--- config.mk ---
export PLATFORM = sky130hd
export DESIGN_NAME = slot_census
export DESIGN_NICKNAME = d
export VERILOG_FILES = /design/src/rtl/slot_census_pkg.sv /design/src/rtl/slot_sorter.sv /design/src/rtl/sat_accum.sv /design/src/rtl/slot_census.sv
export SDC_FILE = /design/constraint.sdc
export NUM_CORES = 1
export LEC_CHECK = 0
export BUFFER_PORTS_ARGS = -buffer_cell sky130_fd_sc_hd__clkbuf_2
export CAP_MARGIN = 10
export CELL_PAD_IN_SITES_DETAIL_PLACEMENT = 0
export CELL_PAD_IN_SITES_GLOBAL_PLACEMENT = 2
export CORE_MARGIN = 2
export CORE_UTILIZATION = 34
export DETAILED_ROUTE_END_ITERATION = 10
export GPL_TIMING_DRIVEN = 1
export PLACE_DENSITY = 0.87
export SYNTH_ARGS = -nofsm -noshare
export SYNTH_HDL_FRONTEND = slang
export SYNTH_HIERARCHICAL = 1
export SYNTH_SLANG_ARGS = --single-unit
export TNS_END_PERCENT = 20
--- constraint.sdc ---
create_clock -name clk -period 5.6 [get_ports clk]
set_clock_uncertainty 0.2 [all_clocks]
set_input_delay 0.56 -clock clk [delete_from_list [all_inputs] [get_ports clk]]
set_output_delay 0.56 -clock clk [all_outputs]
set_load 0.005 [all_outputs]
--- src/rtl/slot_census_pkg.sv ---
// Package: shared category encoding for the issue slot classifier.
// Assumes categories are used as indices 0..NCAT-1 of packed increment arrays.
package slot_census_pkg;
    typedef enum logic [1:0] {
        CAT_RET = 2'd0,
        CAT_FE  = 2'd1,
        CAT_BE  = 2'd2,
        CAT_BS  = 2'd3
    } slot_cat_e;

    localparam int NCAT = 4;
endpackage

--- src/rtl/slot_sorter.sv ---
// Module: slot_sorter
// Turns one cycle's pipeline status into a per-category increment.
// Issued slots are not counted here. They are settled later through the
// retired and cancelled counts. Assumes IW can hold SLOTS + (2**UW - 1).
module slot_sorter
    import slot_census_pkg::*;
#(
    parameter int SLOTS = 4,
    parameter int UW    = 3,
    parameter int IW    = 4
) (
    input  logic                       be_ready,
    input  logic                       recovering,
    input  logic [UW-1:0]              fe_count,
    input  logic [UW-1:0]              retired_n,
    input  logic [UW-1:0]              cancelled_n,
    output logic [NCAT-1:0][IW-1:0]    inc
);
    localparam logic [UW-1:0] SLOTS_U = UW'(SLOTS);

    logic [UW-1:0] delivered;
    logic [UW-1:0] empty;

    // Clamp the offered count to the slot width and derive the empty slots.
    always_comb begin
        delivered = (fe_count > SLOTS_U) ? SLOTS_U : fe_count;
        empty     = SLOTS_U - delivered;
    end

    // Route this cycle's slots: a back-end stall wins over supply and recovery.
    always_comb begin
        inc              = '0;
        inc[int'(CAT_RET)] = IW'(retired_n);
        inc[int'(CAT_BS)]  = IW'(cancelled_n);
        if (!be_ready) begin
            inc[int'(CAT_BE)] = IW'(SLOTS);
        end else if (recovering) begin
            inc[int'(CAT_BS)] = IW'(cancelled_n) + IW'(empty);
        end else begin
            inc[int'(CAT_FE)] = IW'(empty);
        end
    end
endmodule

--- src/rtl/sat_accum.sv ---
// Module: sat_accum
// Saturating event counter with a synchronous active-low reset and a
// synchronous clear. Assumes IW < CW + 1.
module sat_accum #(
    parameter int CW = 32,
    parameter int IW = 4
) (
    input  logic          clk,
    input  logic          rst_n,
    input  logic          clr,
    input  logic [IW-1:0] inc,
    output logic [CW-1:0] cnt
);
    localparam logic [CW:0] LIMIT = {1'b0, {CW{1'b1}}};

    logic [CW:0] sum;

    // Form the widened sum so that an overflow can be seen.
    always_comb sum = {1'b0, cnt} + (CW+1)'(inc);

    // Count up, holding at all-ones; reset and clear both return to zero.
    always_ff @(posedge clk) begin
        if (!rst_n || clr)  cnt <= '0;
        else if (sum > LIMIT) cnt <= {CW{1'b1}};
        else                cnt <= sum[CW-1:0];
    end
endmodule

--- src/rtl/slot_census.sv ---
// Module: slot_census (top)
// Sorts SLOTS issue slots per cycle into four categories, keeps saturating
// live counters for each category and for the total, and copies all five
// into read registers on a snapshot strobe. Assumes the inputs are sampled
// once per clock and that retired/cancelled counts refer to issued micro-ops.
module slot_census
    import slot_census_pkg::*;
#(
    parameter int SLOTS = 4,
    parameter int CW    = 32,
    parameter int UW    = $clog2(SLOTS + 1)
) (
    input  logic          clk,
    input  logic          rst_n,
    input  logic          clr,
    input  logic          snap,
    input  logic          be_ready,
    input  logic          recovering,
    input  logic [UW-1:0] fe_count,
    input  logic [UW-1:0] retired_n,
    input  logic [UW-1:0] cancelled_n,
    output logic [CW-1:0] cnt_retire,
    output logic [CW-1:0] cnt_fe,
    output logic [CW-1:0] cnt_be,
    output logic [CW-1:0] cnt_bs,
    output logic [CW-1:0] cnt_total,
    output logic [CW-1:0] rd_retire,
    output logic [CW-1:0] rd_fe,
    output logic [CW-1:0] rd_be,
    output logic [CW-1:0] rd_bs,
    output logic [CW-1:0] rd_total
);
    localparam int IW = UW + 1;

    logic [NCAT-1:0][IW-1:0] inc;
    logic [CW-1:0]           live [NCAT];
    logic [CW-1:0]           rd   [NCAT];

    slot_sorter #(.SLOTS(SLOTS), .UW(UW), .IW(IW)) u_sorter (
        .be_ready    (be_ready),
        .recovering  (recovering),
        .fe_count    (fe_count),
        .retired_n   (retired_n),
        .cancelled_n (cancelled_n),
        .inc         (inc)
    );

    // One saturating counter per category.
    for (genvar c = 0; c < NCAT; c++) begin : g_cat
        sat_accum #(.CW(CW), .IW(IW)) u_acc (
            .clk   (clk),
            .rst_n (rst_n),
            .clr   (clr),
            .inc   (inc[c]),
            .cnt   (live[c])
        );
    end

    // The total counter advances by the slot width each cycle.
    sat_accum #(.CW(CW), .IW(IW)) u_total (
        .clk   (clk),
        .rst_n (rst_n),
        .clr   (clr),
        .inc   (IW'(SLOTS)),
        .cnt   (cnt_total)
    );

    // Read registers for the categories: load the pre-edge live values on snap.
    for (genvar c = 0; c < NCAT; c++) begin : g_rd
        always_ff @(posedge clk) begin
            if (!rst_n)    rd[c] <= '0;
            else if (snap) rd[c] <= live[c];
        end
    end

    // Read register for the total, loaded on the same strobe.
    always_ff @(posedge clk) begin
        if (!rst_n)    rd_total <= '0;
        else if (snap) rd_total <= cnt_total;
    end

    assign cnt_retire = live[int'(CAT_RET)];
    assign cnt_fe     = live[int'(CAT_FE)];
    assign cnt_be     = live[int'(CAT_BE)];
    assign cnt_bs     = live[int'(CAT_BS)];
    assign rd_retire  = rd[int'(CAT_RET)];
    assign rd_fe      = rd[int'(CAT_FE)];
    assign rd_be      = rd[int'(CAT_BE)];
    assign rd_bs      = rd[int'(CAT_BS)];
endmodule

==> out/results.ini <==
[yosys]
synth_top_area_cell=dfxtp_1
synth_top_flop_cell=dfxtp_1
syn_inst=1331
synth_edf_count=128
ys_seq_area_share_pct=53.42
ys_types=58
synthTopCellsByArea=dfxtp_1 (27%), edfxtp_1 (27%), and3_1 (6.6%)
async_flop_share_pct=0
yosysWarningCount=6
ys_ff_latch=320
avgSynthCellArea_um2=10.81
mappedNetlistArea_mm2=0.01439
yosys.area.top_type_share_pct=26.71

[power_and_ir_drop]
p_leak_nw=7.466
p_per_area_mw_per_mm2=300.0
ir_worst_vdd_mv=0.2061
finalPower_mw=5.324

[run]
cap_violations=0

[grt]
antenna_found_initial=1
grt_max_degree=107
grt_usage_pct=18.28
grt_overflow=0
grt_pass1_vias=11040
grt_pass1_wl_mm=63.95

[clock_network]
clkLatencyLatePin_ns=0.53
cts_resized=0
cts-root-buf=clkbuf_16
h-tree-depth=2
cts_buffers=38
cts_tree=built
post_cts_buffers=0
holdBufCountCts=0
cts.reportedPaths.clkPinSlew_ns=0.06
cts_buffer_depth=3
cts.sinks=320

[worst_hold_path]
hold_class=primary input to flip-flop

[cells_and_area]
nFillCells=4098
final_util_pct=42.41
final_common_cell=clkbuf_2
stdcell_count=2210
fin_nets=1686
final_area_mm2=0.01775
drive_gt1_share_pct=27.43
final_cell_mix=clkbuf_2 (332), dfxtp_1 (192), and3_1 (152), edfxtp_1 (128), a21oi_1 (121)
area_growth_pct=23.33

[worst_setup_path]
end_kind=flip-flop
crit_arrival_ns=4.52
start_kind=primary input
cp.required_ns=5.83
path_max_fanout=29
crit_type=primary input to flip-flop

[placement]
port_buffers=334
hpwlAfterDp_mm=28.98
placed_cell_area_mm2=0.01643
pre_cts_ws_ns=0.8457
gp_congestion=0.8462
place_inst=2139

[route]
drc=0
route.vias.total=11392
first_pass_iters=5
met2_wirelength_mm=19.24
drt_wl_total_mm=41.32
viasPerCell=5.155
drt-initial-drc-count=731
top_layer_used=met4
ant_nets=0
m1WireLength_mm=18.99
wl_met3_mm=2.343
wl_per_cell_um=18.70

[sta]
worst_pin_slew_ns=1.260
slew_violations=0
timing.hold.ws_ns=0.1860
worst_slew_margin_rel_pct=15.79
setup_viol=0
setup_tns_ns=0
final.setup.worst_slack_ns=1.318
finalCritPeriodShare_pct=76.46
layout_min_cycle_time_ns=4.282
fmax_ghz=0.2335
hold_viol=0
grt_setup_unrepaired=no

[floorplanning]
core_mm2=0.04185
dieHeight_um=209.7
std_cell_rows=75
start_util_pct=34.39
die-area_mm2=0.04399
ios=335
chipWidth_um=209.7

[run_status]
status=finished clean

-- cell usage after synthesis (31+ instances only) --
library cell and n:
clkbuf_1 31, edfxtp_1 128, nand3_1 41, xnor2_1 59, nand4_1 39, nand2_1 48
dfxtp_1 192, a21oi_1 121, and3_1 152, nor2b_1 35, mux2i_1 33, xor2_1 59
-- sequential cells by signal, indices dropped and copies added, names as in the netlist --
| signal | flops |
|---|---|
| g_cat.u_acc/cnt | 128 |
| rd | 128 |
| rd_total | 32 |
| u_total/cnt | 32 |
-- area by class of cell --
| cell class | count | area, um2 | share of cell area, % |
|---|---|---|---|
| Clock buffer | 51 | 1081 | 6.091 |
| Multi-Input combinational cell | 903 | 6180 | 34.82 |
| Clock inverter | 18 | 205.2 | 1.156 |
| Antenna cell | 1 | 2.502 | 0.01410 |
| Tap cell | 539 | 674.4 | 3.800 |
| Timing Repair Buffer | 349 | 1809 | 10.19 |
| Inverter | 29 | 108.9 | 0.6133 |
| Sequential cell | 320 | 7687 | 43.31 |
-- per-layer routing --
layer | track usage [%] | vias to the layer above
met3 | 4.324 | 48
met5 | 0 | -
met1 | 24.45 | 5536
met2 | 29.73 | 297
met4 | 4.842 | 0
li1 | - | 5511
-- path summary, 6_finish.rpt --
| check | start | to | slack (ns) | depth (start not counted) |
|---|---|---|---|---|
| setup / recovery | fe_count[2] | g_cat[1].u_acc/cnt[24] | 1.32 | 11 |
| hold / removal | retired_n[0] | g_cat[0].u_acc/cnt[0] | 0.19 | 4 |
| setup reg to reg | g_cat[1].u_acc/cnt[0] | g_cat[1].u_acc/cnt[24] | 1.71 | 7 |
| hold reg to reg | rd_total[27] | rd_total[27] | 0.32 | 2 |
-- report_power, final --
| part | internal, mW | leakage, nW | switching (mW) |
|---|---|---|---|
| logic | 0.102 | 3.88 | 0.175 |
| registers | 2.48 | 2.95 | 0.0284 |
| clock network | 1.55 | 0.635 | 0.996 |
| total | 4.12 | 7.47 | 1.20 |
-- worst max-delay path, cell delays in order --
cell and delay [ns]:
clkbuf_2 0.10, nand2b_1 0.18, ha_1 0.36, inv_1 0.07, nor2_1 0.21, inv_1 0.10, fa_1 0.46, nand2b_1 0.20
a211oi_1 0.70, nand3_1 1.13, a21oi_1 0.43
-- kinds of logic after synthesis --
logic type	synth area share, %
compound gates	10.01
fa+ha+maj	2.921
buf+inv	3.878
simple gates	19.99
flops	53.42
xor+xnor	7.181
mux	2.530
other cells	0.07824
(Power assumes the default switching activity.)
